===== src/rtl/dram_ctrl_pkg.sv =====
package dram_ctrl_pkg;

    typedef enum logic [2:0] {
        ST_IDLE,
        ST_ROW,
        ST_COL,
        ST_CAS_ONLY,
        ST_STROBE,
        ST_REFRESH,
        ST_PRECHARGE
    } dram_state_t;

endpackage


===== src/rtl/dram_phase_timer.sv =====
// Down-counter that holds a controller phase for a loaded number of cycles.
module dram_phase_timer #(
    parameter int CNT_W = 4
) (
    input  logic             clk,
    input  logic             rst_n,
    input  logic             load,
    input  logic [CNT_W-1:0] load_val,
    output logic             expired
);

    logic [CNT_W-1:0] cnt_q;

    always_ff @(posedge clk) begin
        if (!rst_n) begin
            cnt_q <= '0;
        end else if (load) begin
            cnt_q <= load_val - CNT_W'(1);
        end else if (cnt_q != '0) begin
            cnt_q <= cnt_q - CNT_W'(1);
        end
    end

    assign expired = (cnt_q == '0);

endmodule


===== src/rtl/dram_refresh_sched.sv =====
// Interval counter and row pointer for row-only refresh.
module dram_refresh_sched #(
    parameter int INTERVAL = 781,
    parameter int ROW_W    = 9
) (
    input  logic             clk,
    input  logic             rst_n,
    input  logic             ack,
    output logic             pending,
    output logic [ROW_W-1:0] row
);

    localparam int CNT_W = (INTERVAL > 1) ? $clog2(INTERVAL) : 1;

    logic [CNT_W-1:0] tick_cnt_q;
    logic             tick;
    logic             pending_q;
    logic [ROW_W-1:0] row_q;

    assign tick = (tick_cnt_q == CNT_W'(INTERVAL - 1));

    always_ff @(posedge clk) begin
        if (!rst_n) begin
            tick_cnt_q <= '0;
            pending_q  <= 1'b0;
            row_q      <= '0;
        end else begin
            tick_cnt_q <= tick ? '0 : tick_cnt_q + CNT_W'(1);
            pending_q  <= (pending_q & ~ack) | tick;
            if (ack) begin
                row_q <= row_q + ROW_W'(1);
            end
        end
    end

    assign pending = pending_q;
    assign row     = row_q;

endmodule


===== src/rtl/dram_async_ctrl.sv =====
module dram_async_ctrl
    import dram_ctrl_pkg::*;
#(
    parameter int CLK_HZ     = 50_000_000,
    parameter int REFRESH_MS = 8,
    parameter int ADDR_W     = 18,
    parameter int DATA_W     = 8,
    parameter int T_RP       = 3,
    parameter int T_RCD      = 2,
    parameter int T_CAS      = 2
) (
    input  logic                  clk,
    input  logic                  rst_n,
    input  logic                  req,
    input  logic                  req_we,
    input  logic [ADDR_W-1:0]     req_addr,
    input  logic [DATA_W-1:0]     req_wdata,
    input  logic                  late_mode,
    output logic [DATA_W-1:0]     rd_data,
    output logic                  done,
    output logic [ADDR_W/2-1:0]   dram_addr,
    output logic                  dram_ras_n,
    output logic                  dram_cas_n,
    output logic                  dram_we_n,
    output logic                  dram_oe_n,
    output logic [DATA_W-1:0]     dram_dq_out,
    output logic                  dram_dq_oe,
    input  logic [DATA_W-1:0]     dram_dq_in
);

    localparam int PIN_W        = ADDR_W / 2;
    localparam int ROWS         = 2 ** PIN_W;
    localparam int REF_INTERVAL = (CLK_HZ / 1000) * REFRESH_MS / ROWS;
    localparam int REF_LEN      = T_RCD + T_CAS;
    localparam int MAX_LEN      = (REF_LEN > T_RP) ? REF_LEN : T_RP;
    localparam int TMR_W        = $clog2(MAX_LEN + 1);

    dram_state_t       state_q, state_d;
    logic [ADDR_W-1:0] addr_q;
    logic [DATA_W-1:0] wdata_q;
    logic [DATA_W-1:0] rd_data_q;
    logic              is_wr_q;
    logic              late_q;
    logic              done_q;

    logic              tmr_load;
    logic [TMR_W-1:0]  tmr_val;
    logic              tmr_expired;
    logic              ref_pending;
    logic              ref_ack;
    logic [PIN_W-1:0]  ref_row;
    logic              accept;
    logic              finish;

    dram_phase_timer #(
        .CNT_W (TMR_W)
    ) u_timer (
        .clk      (clk),
        .rst_n    (rst_n),
        .load     (tmr_load),
        .load_val (tmr_val),
        .expired  (tmr_expired)
    );

    dram_refresh_sched #(
        .INTERVAL (REF_INTERVAL),
        .ROW_W    (PIN_W)
    ) u_refresh (
        .clk     (clk),
        .rst_n   (rst_n),
        .ack     (ref_ack),
        .pending (ref_pending),
        .row     (ref_row)
    );

    // Next-state and phase-length selection
    always_comb begin
        state_d  = state_q;
        tmr_load = 1'b0;
        tmr_val  = TMR_W'(1);
        ref_ack  = 1'b0;
        accept   = 1'b0;
        finish   = 1'b0;
        unique case (state_q)
            ST_IDLE: begin
                if (ref_pending) begin
                    state_d  = ST_REFRESH;
                    ref_ack  = 1'b1;
                    tmr_load = 1'b1;
                    tmr_val  = TMR_W'(REF_LEN);
                end else if (req) begin
                    state_d  = ST_ROW;
                    accept   = 1'b1;
                    tmr_load = 1'b1;
                    tmr_val  = TMR_W'(T_RCD);
                end
            end
            ST_ROW: begin
                if (tmr_expired) begin
                    state_d  = ST_COL;
                    tmr_load = 1'b1;
                end
            end
            ST_COL: begin
                if (tmr_expired) begin
                    tmr_load = 1'b1;
                    if (late_q) begin
                        state_d = ST_CAS_ONLY;
                    end else begin
                        state_d = ST_STROBE;
                        tmr_val = TMR_W'(T_CAS);
                    end
                end
            end
            ST_CAS_ONLY: begin
                if (tmr_expired) begin
                    state_d  = ST_STROBE;
                    tmr_load = 1'b1;
                    tmr_val  = TMR_W'(T_CAS);
                end
            end
            ST_STROBE: begin
                if (tmr_expired) begin
                    state_d  = ST_PRECHARGE;
                    finish   = 1'b1;
                    tmr_load = 1'b1;
                    tmr_val  = TMR_W'(T_RP);
                end
            end
            ST_REFRESH: begin
                if (tmr_expired) begin
                    state_d  = ST_PRECHARGE;
                    tmr_load = 1'b1;
                    tmr_val  = TMR_W'(T_RP);
                end
            end
            ST_PRECHARGE: begin
                if (tmr_expired) begin
                    state_d = ST_IDLE;
                end
            end
            default: state_d = ST_IDLE;
        endcase
    end

    // State register
    always_ff @(posedge clk) begin
        if (!rst_n) begin
            state_q <= ST_IDLE;
        end else begin
            state_q <= state_d;
        end
    end

    // Request capture, refresh row capture and read data capture
    always_ff @(posedge clk) begin
        if (!rst_n) begin
            addr_q    <= '0;
            wdata_q   <= '0;
            is_wr_q   <= 1'b0;
            late_q    <= 1'b0;
            rd_data_q <= '0;
            done_q    <= 1'b0;
        end else begin
            done_q <= finish;
            if (accept) begin
                addr_q  <= req_addr;
                wdata_q <= req_wdata;
                is_wr_q <= req_we;
                late_q  <= late_mode;
            end else if (ref_ack) begin
                addr_q  <= {ref_row, {(ADDR_W - PIN_W){1'b0}}};
                is_wr_q <= 1'b0;
            end
            if (finish && !is_wr_q) begin
                rd_data_q <= dram_dq_in;
            end
        end
    end

    // Pin outputs decoded from the current state
    always_comb begin
        dram_ras_n = 1'b1;
        dram_cas_n = 1'b1;
        dram_we_n  = 1'b1;
        dram_oe_n  = 1'b1;
        dram_dq_oe = 1'b0;
        dram_addr  = '0;
        unique case (state_q)
            ST_ROW, ST_REFRESH: begin
                dram_ras_n = 1'b0;
                dram_addr  = addr_q[ADDR_W-1:PIN_W];
            end
            ST_COL: begin
                dram_ras_n = 1'b0;
                dram_addr  = addr_q[PIN_W-1:0];
                dram_dq_oe = is_wr_q;
                dram_we_n  = !(is_wr_q && !late_q);
                dram_oe_n  = !(!is_wr_q && !late_q);
            end
            ST_CAS_ONLY: begin
                dram_ras_n = 1'b0;
                dram_cas_n = 1'b0;
                dram_addr  = addr_q[PIN_W-1:0];
                dram_dq_oe = is_wr_q;
            end
            ST_STROBE: begin
                dram_ras_n = 1'b0;
                dram_cas_n = 1'b0;
                dram_addr  = addr_q[PIN_W-1:0];
                dram_dq_oe = is_wr_q;
                dram_we_n  = !is_wr_q;
                dram_oe_n  = is_wr_q;
            end
            ST_IDLE, ST_PRECHARGE: begin
                dram_ras_n = 1'b1;
            end
            default: dram_ras_n = 1'b1;
        endcase
    end

    assign dram_dq_out = wdata_q;
    assign rd_data     = rd_data_q;
    assign done        = done_q;

endmodule


===== config.mk =====
export PLATFORM = sky130hd
export DESIGN_NAME = dram_async_ctrl
export DESIGN_NICKNAME = d
export VERILOG_FILES = /design/src/rtl/dram_ctrl_pkg.sv /design/src/rtl/dram_phase_timer.sv /design/src/rtl/dram_refresh_sched.sv /design/src/rtl/dram_async_ctrl.sv
export SDC_FILE = /design/constraint.sdc
export NUM_CORES = 1
export LEC_CHECK = 0
export BUFFER_PORTS_ARGS = -buffer_cell sky130_fd_sc_hd__buf_2
export CAP_MARGIN = 5
export CORE_MARGIN = 3
export CORE_UTILIZATION = 55
export DETAILED_ROUTE_END_ITERATION = 16
export HOLD_SLACK_MARGIN = 0.12
export PLACE_DENSITY = 0.82
export SYNTH_ARGS = -nofsm -noshare
export SYNTH_HDL_FRONTEND = slang
export SYNTH_SLANG_ARGS = --single-unit
export TNS_END_PERCENT = 50

===== constraint.sdc =====
create_clock -name clk -period 4.6 [get_ports clk]
set_input_delay 0.46 -clock clk [delete_from_list [all_inputs] [get_ports clk]]
set_output_delay 0.46 -clock clk [all_outputs]
set_load 0.01 [all_outputs]

== Yosys cells after proc, flatten, opt, wreduce, memory -nomap -nowiden ==
Cells that the tools add are included.
Operators by class
  eq/ne operators: 13
  muxes and demuxes: 37
  bitwise gates (word level): 4
  reduce and logical (&&, ||, !) cells: 19
  add/subtract/negate cells: 4
Operator list (count)
  $mux W18: 2
  $mux W3: 11
  $pmux W3 S6: 1
  $pmux W9 S2: 1
  $mux W1: 13
  $pmux W3 S4: 1
  $add A10 B1 Y10 const B: 1
  $eq A10 B10 Y1 const B: 1
  $mux W2: 5
  $add A9 B1 Y9 const B: 1
  $eq A3 B3 Y1 const B: 3
  $ne A2 B2 Y1 const B: 4
  $reduce_or A2 Y1: 4
  $eq A3 B2 Y1 const B: 2
  $logic_not A3 Y1: 2
  $pmux W1 S2: 3
  $reduce_and A6 Y1: 1
  $sub A3 B1 Y3 const B: 2
  $reduce_or A5 Y1: 1
  $logic_not A1 Y1: 4
  $reduce_bool A2 Y1: 2
  $eq A3 B1 Y1 const B: 1
  $logic_and A1 B1 Y1: 3
  $ne A3 B2 Y1 const B: 1
  other kinds (6): 7
Storage, ports and cells
  register bits: 63
  input bits: 39
  logic and storage cells: 88

== Longest topological paths before layout ==
Gate-level depths: netlist of the first run.
  depth in word-level cells: 5
  gate-level depth with buffers: 9
  gate-level depth less buffers: 7

== Modules after synthesis ==
A second synthesis of the first run with hierarchy kept.
Unflattened totals
  cells, all modules: 359
  area, all modules: 3138.0 µm²
Modules (own cells, without submodules)
  dram_async_ctrl: area each 2055.7 µm², cells each 246, times used 1, seq. area each 800.8 µm²
  dram_refresh_sched: area each 914.6 µm², cells each 98, times used 1, seq. area each 400.4 µm²
  dram_phase_timer: area each 167.7 µm², cells each 15, times used 1, seq. area each 60.1 µm²

== Least setup slack after synthesis of the first run ==
OpenSTA, ideal clock, no wires.
  path kind: register to register
  start: register state_q[2]
  end: register u_timer.cnt_q[2]
  arrival time: 1.940 ns
  cell stages (with the launch flop): 9
  buffers on the path: 2
  data required time: 4.484 ns
  setup slack: 2.545 ns
  clock period less this slack: 2.055 ns
  library setup time: 0.116 ns
  path through: dfxtp_1 -> clkbuf_1 -> or3_1 -> o21bai_1 -> clkbuf_1 -> a211oi_1 -> ha_1 -> xor2_1 -> and3_1
On the way
  word-level cells in the longest chain between the ends: 5
  elaborated cells on any way between the ends: 13
  those cells by class: 1 x add/sub; 5 x eq/ne; 3 x mux; 4 x reduce/logical
RTL lines
  start, declared: line dram_async_ctrl.sv:38  | dram_state_t state_q, state_d;
  start signal, assigned: line dram_async_ctrl.sv:151  | state_q <= state_d;
  $eq A3 B3 Y1: line dram_async_ctrl.sv:84  | unique case (state_q)
  $reduce_or A2 Y1 (no line)
  $pmux W3 S4: line dram_async_ctrl.sv:84
  $sub A3 B1 Y3: line dram_phase_timer.sv:18  | cnt_q <= load_val - CNT_W'(1);
  $mux W3: line dram_phase_timer.sv:17  | end else if (load) begin
  end signal, assigned: line dram_phase_timer.sv:18
  end signal, assigned: line dram_phase_timer.sv:20  | cnt_q <= cnt_q - CNT_W'(1);
  end, declared: line dram_phase_timer.sv:12  | logic [CNT_W-1:0] cnt_q;
Several ways; a longest one is shown, not always the timed one.
A chain may end at the register's enable or synchronous reset.

== Worst setup path in the final report of the first run ==
  start: register state_q[1]
  end: output dram_addr[3]
On the way
  word-level cells in the longest chain between the ends: 3
  elaborated cells on any way between the ends: 8
  those cells by class: 5 x eq/ne; 1 x mux; 2 x reduce/logical
RTL lines
  $eq A3 B3 Y1 (tied with other cells): line dram_async_ctrl.sv:189  | unique case (state_q)
  $reduce_or A3 Y1 (no line) or $reduce_or A2 Y1 (tied branches)
  $pmux W9 S2 (*): line dram_async_ctrl.sv:189
  end, declared: line dram_async_ctrl.sv:21  | output logic [ADDR_W/2-1:0] dram_addr,
Mark *: on every way between the ends. The rest lies on a longest branch, timed or not.

==> results of run 1 <==
[routing by layer]
| layer | vias to the layer above | GRT usage (%) | wire length, um |
|---|---|---|---|
| li1 | 1249 | - | - |
| met2 | 92 | 35.1 | 2780 |
| met3 | 8 | 6.86 | 498 |
| met5 | - | 0 | 0 |
| met1 | 1097 | 27.9 | 2880 |
| met4 | 0 | 9.78 | 93 |
[cell type report]
cell class                 count  area [um2]
fill                         398        1480
timing repair buffer          71         360
clock buffer                  13         169
inverter                       5        18.8
sequential                    63        1260
tap                           67        83.8
clock inverter                 3        40.0
multi-input combinational    234        1370
[cells in the final DEF, fill, tap and decap left out, types with 10 or more instances in the layout]
| cell | instances |
|---|---|
| a21oi_1 | 26 |
| a22oi_1 | 10 |
| buf_2 | 69 |
| clkbuf_8 | 12 |
| dfxtp_1 | 63 |
| nand2_1 | 44 |
| nand3_1 | 18 |
| nor2_1 | 33 |
| o21ai_0 | 22 |
[worst max-delay path, cell delays in order, from the launching register on]
cell      delay (ns)
dfxtp_1         0.61
nand2b_1        0.33
nor2_1          0.08
or2_2           0.44
a22o_1          0.22
buf_2           0.14
[worst paths after layout]
kind	start	end	slack [ns]	cells after the start
min	dram_dq_in[2]	rd_data[2]	0.34	3
min reg2reg	dram_dq_out[0]	dram_dq_out[0]	0.46	2
max	state_q[1]	dram_addr[3]	1.97	5
max reg2reg	state_q[0]	u_timer.cnt_q[2]	2.20	6
[power by group through the flow]
| stage | Combinational (mW) | Sequential, mW | Clock [mW] |
|---|---|---|---|
| finish | 0.452 | 0.688 | 0.495 |
| global route | 0.500 | 0.697 | 0.530 |
| CTS | 0.454 | 0.686 | 0.501 |
| detailed placement | 0.446 | 0.697 | 0 |
| global placement | 0.435 | 0.694 | 0 |
| floorplan | 0.340 | 0.671 | 0 |
[sequential cells by signal (all words and copies together) (netlist names)]
| register | count |
|---|---|
| state_q | 3 |
| u_timer.cnt_q | 3 |
| is_wr_q | 1 |
| dram_dq_out | 8 |
| rd_data | 8 |
| late_q | 1 |
| u_refresh.tick_cnt_q | 10 |
| u_refresh.row | 9 |
| done | 1 |
| u_refresh.pending | 1 |
| addr_q | 18 |
[logic make-up after synthesis]
logic type | Yosys count | share of synthesized area [%]
xor+xnor | 16 | 5.11
simple gates | 130 | 22.8
buf+inv | 27 | 4.29
compound gates | 75 | 16.7
mux | 9 | 3.29
flops | 63 | 46.0
fa+ha+maj | 4 | 1.83
[per-stage QoR]
step	util [%]	cell area [um2]	cells	hold slack [ns]
floorplan	-	2740	324	0.453
global placement	64.6	3090	440	0.443
detailed placement	64.6	3090	440	0.443
CTS	69.0	3300	456	0.331
global route	69.0	3300	456	0.342
finish	69.0	3300	456	0.340
==> metrics.yaml, run 1 <==
power_and_ir_drop:
  p_sw_share_pct: 33.2
  p_clk_share_pct: 30.3
  leakage_nw: 1.38
  power.switching_mw: 0.543
  pwr-share-seq_pct: 42.1
  p_int_mw: 1.09
  irDropWorstVdd_mv: 0.379
  p_per_area_mw_per_mm2: 495
  comb_power_share_pct: 27.6
  power_mw: 1.64
sta:
  tightest_slew_ns: 1.17
  post-route-min-period_ns: 2.63
  fin_crit_sh_pct: 57.2
  rsz0062_at_grt: "false"
  finalHoldViolCount: 0
  tns_ns: 0
  final.setup.worst_slack_ns: 1.97
  maxSlewViolCount: 0
  skew_ns: 0.00487
  clock.fmax_mhz: 380
  relSlewSlack_pct: 22.0
  setup_viol: 0
grt:
  gr-usage-all-layers_pct: 22.2
  grt.overflow.total: 0
  grt_pass1_vias: 2318
  grt_pass1_wl_um: 10400
  grt_max_degree: 35
  antenna_found_initial: 0
placement:
  io_buffers: 69
  hpwl_um: 4310
  gp_congestion: 0.821
  dp_slack_ns: 2.27
yosys:
  yosys_warnings: 0
  synthTopCellsByCount: "63 x dfxtp_1, 44 x nand2_1, 33 x nor2_1, 26 x a21oi_1, 22 x o21ai_0"
  postSynthAreaPerCell_um2: 8.46
  synth_area_mm2: 0.00274
  yosysTopAreaCell: "dfxtp_1"
  synthMostInstantiatedCell: "dfxtp_1"
  synth_nets: 367
  synth_seq_cells: 63
  synth_top_area_share_pct: 46.0
  async_flop_share_pct: 0
  synth_cell_types: 40
  synthFlopType: "dfxtp_1"
  yosysSeqAreaShare_pct: 46.0
  synth_edf_count: 0
  ys_top_cells_by_area: "dfxtp_1 46%, nand2_1 6.0%, a21oi_1 4.7%"
  synth_cells: 324
cts:
  cts_buffers: 9
  clock-root-buffer: "clkbuf_8"
  ctsResizeCount: 0
  clk_latency_ns: 0.34
  cts_hold_buf: 0
  clock-sinks: 63
  cts_buffer_depth: 2
  post-cts-setup-buffers: 0
  cts_tree: "done"
  htree_levels: 3
  cts.clk_slew.worst_paths_ns: 0.06
outcome:
  status: "finished clean"
floorplanning:
  ioPinCount: 70
  initial_utilization_pct: 57.3
  row_count: 25
  die_y_um: 76.6
  fp.dieW_um: 76.6
  core_mm2: 0.00479
  die_area_mm2: 0.00587
flow_run:
  timing.max_cap.violations: 0
detailed_routing:
  routedWlPerCell_um: 13.7
  drtIter0Drc: 170
  drtPass1Iterations: 4
  drc: 0
  finalWirelength_um: 6260
  viasPerCell: 5.36
  ant_nets: 0
  route.vias.total: 2446
critical_path:
  path_class: "reg -> out"
  path_max_fanout: 15
  end_kind: "output port"
  start_kind: "register"
  cp.arrival_ns: 2.17
  cp.required_ns: 4.14
layout:
  area_growth_pct: 20.4
  layout-drive-gt1-share_pct: 23.4
  antenna_cells: 0
  nets: 427
min_path:
  hold_path.class: "in -> reg"
Note: power is estimated with default switching activity, not from simulation.
==> run 2: changes to the inputs <==
CORE_UTILIZATION = 47   (was 55)
PLACE_DENSITY = 0.75   (was 0.82)
clock period = 2.17 ns   (was 4.6 ns; I/O delays follow)
==> run 2 against run 1 <==
- clock power increased by 95%
- total power rose by 110%
- clock skew up 0.0057 ns
- die area rose by 16%
- global-route usage shrank 1.3 points
- setup slack worse by 1.9 ns
- final area rose by 9.3%
- combinational power increased by 130%
- critical path depth decreased by 1
- critical endpoint is now dram_addr[4]
==> metrics.yaml, run 2 (synthesis gave the netlist of run 1 again) <==
outcome:
  status: "finished clean"  # unchanged
layout:
  antenna_cells: 0  # unchanged
  multiInputGateArea_mm2: 0.00137  # unchanged
  largest_register_ffs: 18  # unchanged
  fillerInstances: 474  # was 398
  layout-drive-gt1-share_pct: 23.6  # was 23.4%
  area_growth_pct: 31.6  # was 20.4%
  layout_commonest_cell: "buf_2"  # unchanged
  layout_common_cells: "69 x buf_2, 62 x dfxtp_1, 44 x nand2_1"  # was 69 x buf_2, 63 x dfxtp_1, 44 x nand2_1
  area.sequential_mm2: 0.00126  # about the same
  nets: 461  # was 427
  fin_area_mm2: 0.00361  # was 0.00330 mm2
  largest-register: "addr_q"  # unchanged
cts:
  cts.clk_slew.worst_paths_ns: 0.07  # was 0.06 ns
  cts_buffers: 9  # unchanged
  cts_buffer_depth: 2  # unchanged
  htree_levels: 3  # unchanged
  cts_tree: "done"  # unchanged
  clock-sinks: 63  # unchanged
  clock-root-buffer: "clkbuf_8"  # unchanged
  clk_latency_ns: 0.34  # about the same
placement:
  io_buffers: 69  # unchanged
  gp_congestion: 0.901  # was 0.821
  placed_area_mm2: 0.00317  # was 0.00309 mm2
  dp_slack_ns: 0.229  # was 2.27 ns
  hpwl_um: 4470  # was 4310 um
grt:
  antenna_found_initial: 0  # unchanged
  grt_max_degree: 30  # was 35
  grt_pass1_vias: 2389  # was 2,318
  gr-usage-all-layers_pct: 20.9  # was 22.2%
  grt.overflow.total: 0  # unchanged
  grt_pass1_wl_um: 10800  # was 10,400 um
sta:
  maxSlewViolCount: 0  # unchanged
  post-route-min-period_ns: 2.06
  skew_ns: 0.0106  # was 0.00487 ns
  final.setup.worst_slack_ns: 0.113  # was 1.97 ns
  setup_viol: 0  # unchanged
  fin_crit_sh_pct: 94.8
  relSlewSlack_pct: 53.8  # was 22.0%
  tns_ns: 0  # unchanged
  finalHoldViolCount: 0  # unchanged
  clock.fmax_mhz: 486
  tightest_slew_ns: 0.688  # was 1.17 ns
  rsz0062_at_grt: "false"  # unchanged
floorplanning:
  die_area_mm2: 0.00678  # was 0.00587 mm2
  core_mm2: 0.00557  # was 0.00479 mm2
  die_y_um: 82.4  # was 76.6 um
  initial_utilization_pct: 49.2  # was 57.3%
  ioPinCount: 70  # unchanged
  fp.dieW_um: 82.4  # was 76.6 um
  row_count: 27  # was 25
critical_path:
  critPathLaunch: "state_q[2]"  # was state_q[1]
  cp.arrival_ns: 1.84  # was 2.17 ns
  crit_path_end: "dram_addr[4]"  # was dram_addr[3]
  r2r_end: "u_refresh.row[8]"  # was u_timer.cnt_q[2]
  path_class: "reg -> out"  # unchanged
  rrSetupSlack_ns: 0.24  # was 2.20 ns
  cp.required_ns: 1.95  # was 4.14 ns
  end_kind: "output port"  # unchanged
  path_max_fanout: 12  # was 15
  start_kind: "register"  # unchanged
  rr_worst_depth: 4  # was 6
  timing.rr.start: "state_q[2]"  # was state_q[0]
detailed_routing:
  routedWlPerCell_um: 13.5  # was 13.7 um
  finalWirelength_um: 6680  # was 6260 um
  drc: 0  # unchanged
  drtPass1Iterations: 4  # unchanged
  ant_nets: 0  # unchanged
  viasPerCell: 5.14  # was 5.36
  route.vias.total: 2543  # was 2,446
  drtIter0Drc: 97  # was 170
power_and_ir_drop:
  leakage_nw: 1.51  # was 1.38 nW
  p_per_area_mw_per_mm2: 957  # was 495 mW/mm2
  irDropWorstVdd_mv: 0.563  # was 0.379 mV
min_path:
  hold_path.class: "in -> reg"  # unchanged
flow_run:
  timing.max_cap.violations: 0  # unchanged
run 2: cell count changes in the layout (fill, tap and decap cells not counted), moves of 2 or more:
cell,delta
dlygate4sd3_1,+25
buf_4,+9
clkbuf_8,-3
clkinvlp_4,+2
run 2: worst max-delay path, cell delays in order, from the launching register on:
cell and delay, ns:
dfxtp_1 0.57, nor2b_1 0.15, or2_2 0.41, a22o_1 0.22, buf_2 0.15
run 2: layout make-up:
cell class | count | share of cell area (%)
multi-input cells | 234 | 37.9
flip-flops and latches | 63 | 35.0
well taps | 72 | 2.50
inverters | 5 | 0.520
repair buffers | 105 | 18.8
clock inverters | 5 | 1.63
clock buffers | 11 | 3.64
run 2: worst min-delay path by stage:
stage	start	endpoint	slack [ns]	cells past startpoint
2_1_floorplan	dram_dq_in[0]	rd_data[0]	0.35	2
3_3_place_gp	dram_dq_in[3]	rd_data[3]	0.43	3
3_5_place_dp	dram_dq_out[3]	dram_dq_out[3]	0.44	2
4_1_cts	req_we	is_wr_q	0.12	3
5_1_grt	req_we	is_wr_q	0.16	3
6_report	req_we	is_wr_q	0.13	3
run 2: layer usage:
layer | track usage [%] | up-vias | wire length (um)
met5 | 0 | - | 0
met4 | 5.32 | 0 | 74
met3 | 6.51 | 10 | 338
met2 | 35.5 | 67 | 3250
met1 | 25.5 | 1153 | 3010
li1 | - | 1313 | -
run 2: timing repair:
action / CTS / global route
hold buffers: 25 / 0
hold endpoints to repair: 25 / 0
gates resized for setup: 1 / 0
setup buffers: 0 / 0
setup endpoints to repair: 2 / 0
run 2: where the power goes:
part | total, mW | leakage (nW) | internal, mW | switching (mW)
Combinational | 1.06 | 0.909 | 0.462 | 0.594
Sequential | 1.43 | 0.514 | 1.31 | 0.126
Clock | 0.966 | 0.0895 | 0.530 | 0.436
Total | 3.45 | 1.51 | 2.30 | 1.15
run 2: metrics by stage:
stage,power (mW),hold slack [ns],util [%],instances
6_report,3.45,0.134,64.7,495
5_1_grt,3.66,0.163,64.7,495
4_1_cts,3.49,0.123,64.7,495
3_5_place_dp,2.47,0.444,56.8,454
3_3_place_gp,2.45,0.431,56.8,454
2_1_floorplan,2.14,0.347,-,324
==> run 3: changes to the inputs <==
CORE_UTILIZATION = 52   (was 47)
CTS_CLUSTER_DIAMETER = 200   (was default)
PLACE_DENSITY = 0.79   (was 0.75)
clock period = 2.3 ns   (was 2.17 ns; I/O delays follow)
==> run 3 against run 2 <==
- clock-buffer cell count shrank 1
- setup slack better by 0.10 ns
- register-to-register slack improved by 0.07 ns
- largest power group unchanged
==> metrics.yaml, run 3 (synthesis gave the netlist of run 1 again) <==
critical_path:
  cp.arrival_ns: 1.86  # was 1.84 ns
  path_max_fanout: 11  # was 12
  path_class: "reg -> out"  # unchanged
  end_kind: "output port"  # unchanged
  rrSetupSlack_ns: 0.31  # was 0.24 ns
  start_kind: "register"  # unchanged
  cp.required_ns: 2.07  # was 1.95 ns
sta:
  relSlewSlack_pct: 50.8  # was 53.8%
  finalHoldViolCount: 0  # unchanged
  clock.fmax_mhz: 479
  tightest_slew_ns: 0.736  # was 0.688 ns
  post-route-min-period_ns: 2.09
  rsz0062_at_grt: "false"  # unchanged
  fin_crit_sh_pct: 90.7
  skew_ns: 0.00977  # was 0.0106 ns
  setup_viol: 0  # unchanged
  maxSlewViolCount: 0  # unchanged
  holdWs_ns: 0.139  # was 0.134 ns
  final.setup.worst_slack_ns: 0.213  # was 0.113 ns
  tns_ns: 0  # unchanged
placement:
  dp_cells: 446  # was 454
  placed_area_mm2: 0.00314  # was 0.00317 mm2
  hpwl_um: 4590  # was 4470 um
  dp_slack_ns: 0.326  # was 0.229 ns
  gp_congestion: 0.873  # was 0.901
  io_buffers: 69  # unchanged
detailed_routing:
  route.vias.total: 2601  # was 2,543
  drtPass1Iterations: 4  # unchanged
  viasPerCell: 5.39  # was 5.14
  drc: 0  # unchanged
  finalWirelength_um: 6950  # was 6680 um
  drtIter0Drc: 176  # was 97
  ant_nets: 0  # unchanged
  routedWlPerCell_um: 14.4  # was 13.5 um
cts:
  clk_latency_ns: 0.34  # about the same
  cts_buffer_depth: 2  # unchanged
  cts_buffers: 9  # unchanged
  cts_tree: "done"  # unchanged
  clock-sinks: 63  # unchanged
  htree_levels: 3  # unchanged
  cts.clk_slew.worst_paths_ns: 0.07  # about the same
  clock-root-buffer: "clkbuf_8"  # unchanged
floorplanning:
  die_area_mm2: 0.00618  # was 0.00678 mm2
  die_y_um: 78.6  # was 82.4 um
  initial_utilization_pct: 55.8  # was 49.2%
  core_mm2: 0.00491  # was 0.00557 mm2
  row_count: 25  # was 27
  ioPinCount: 70  # unchanged
  fp.dieW_um: 78.6  # was 82.4 um
grt:
  grt_pass1_vias: 2505  # was 2,389
  grt.overflow.total: 0  # unchanged
  antenna_found_initial: 0  # unchanged
  grt_pass1_wl_um: 11400  # was 10,800 um
  grt_max_degree: 30  # unchanged
  gr-usage-all-layers_pct: 23.4  # was 20.9%
flow_run:
  timing.max_cap.violations: 0  # unchanged
power_and_ir_drop:
  p_clk_share_pct: 28.8  # was 28.0%
  leakage_nw: 1.49  # was 1.51 nW
  p_per_area_mw_per_mm2: 928  # was 957 mW/mm2
  p_int_mw: 2.18  # was 2.30 mW
  pwr-share-seq_pct: 40.9  # was 41.4%
  power.switching_mw: 1.12  # was 1.15 mW
  comb_power_share_pct: 30.3  # was 30.6%
  p_sw_share_pct: 33.9  # was 33.4%
  power_mw: 3.29  # was 3.45 mW
  irDropWorstVdd_mv: 0.641  # was 0.563 mV
layout:
  nets: 454  # was 461
  layout_commonest_cell: "buf_2"  # unchanged
  final_util_pct: 72.3  # was 64.7%
  fin_cells: 483  # was 495
  layout-drive-gt1-share_pct: 23.8  # was 23.6%
  area_growth_pct: 29.5  # was 31.6%
  largest_register_ffs: 18  # unchanged
  antenna_cells: 0  # unchanged
  fin_area_mm2: 0.00355  # was 0.00361 mm2
  largest-register: "addr_q"  # unchanged
  layout_common_cells: "69 x buf_2, 63 x dfxtp_1, 44 x nand2_1"  # was 69 x buf_2, 62 x dfxtp_1, 44 x nand2_1
outcome:
  status: "finished clean"  # unchanged
min_path:
  hold_path.class: "in -> reg"  # unchanged
-- run 3: cell type report --
| cell class | count | area, um2 |
|---|---|---|
| clock buffer | 10 | 138 |
| clock inverter | 6 | 60.1 |
| fill | 397 | 1360 |
| inverter | 5 | 18.8 |
| multi-input combinational | 234 | 1370 |
| sequential | 63 | 1260 |
| tap | 67 | 83.8 |
| timing repair buffer | 98 | 616 |
-- run 3: critical path: stages, from the launching register on --
cell,delay (ns)
dfxtp_1,0.39
buf_4,0.19
nand2b_2,0.21
nor2_1,0.08
or2_4,0.31
a22o_1,0.19
buf_2,0.14
-- run 3: worst paths after layout --
path	cells after the start	end	startpoint
setup / recovery	6	dram_addr[7]	state_q[1]
hold / removal	3	addr_q[2]	req_addr[2]
setup reg to reg	8	u_timer.cnt_q[2]	state_q[1]
hold reg to reg	2	dram_dq_out[3]	dram_dq_out[3]
-- run 3: repair_timing --
action,4_1_cts,5_1_grt
hold buffers,21,0
endpoints found under the setup margin,0,10
setup buffers,0,0
resized for setup,0,2
endpoints found under the hold margin,21,0
-- run 3: power by group through the flow --
stage / Clock (mW) / Sequential (mW) / Combinational, mW
floorplan: 0 / 1.34 / 0.680
global placement: 0 / 1.36 / 0.931
detailed placement: 0 / 1.37 / 0.951
CTS: 0.972 / 1.34 / 0.981
global route: 1.02 / 1.37 / 1.10
finish: 0.950 / 1.35 / 0.997
-- run 3: layer usage --
metal  global-route usage [%]  part of all wire [%]
met4                     10.7                   1.4
met5                        0                     0
met1                     28.4                    44
met2                     39.4                    47
met3                     5.16                   7.6
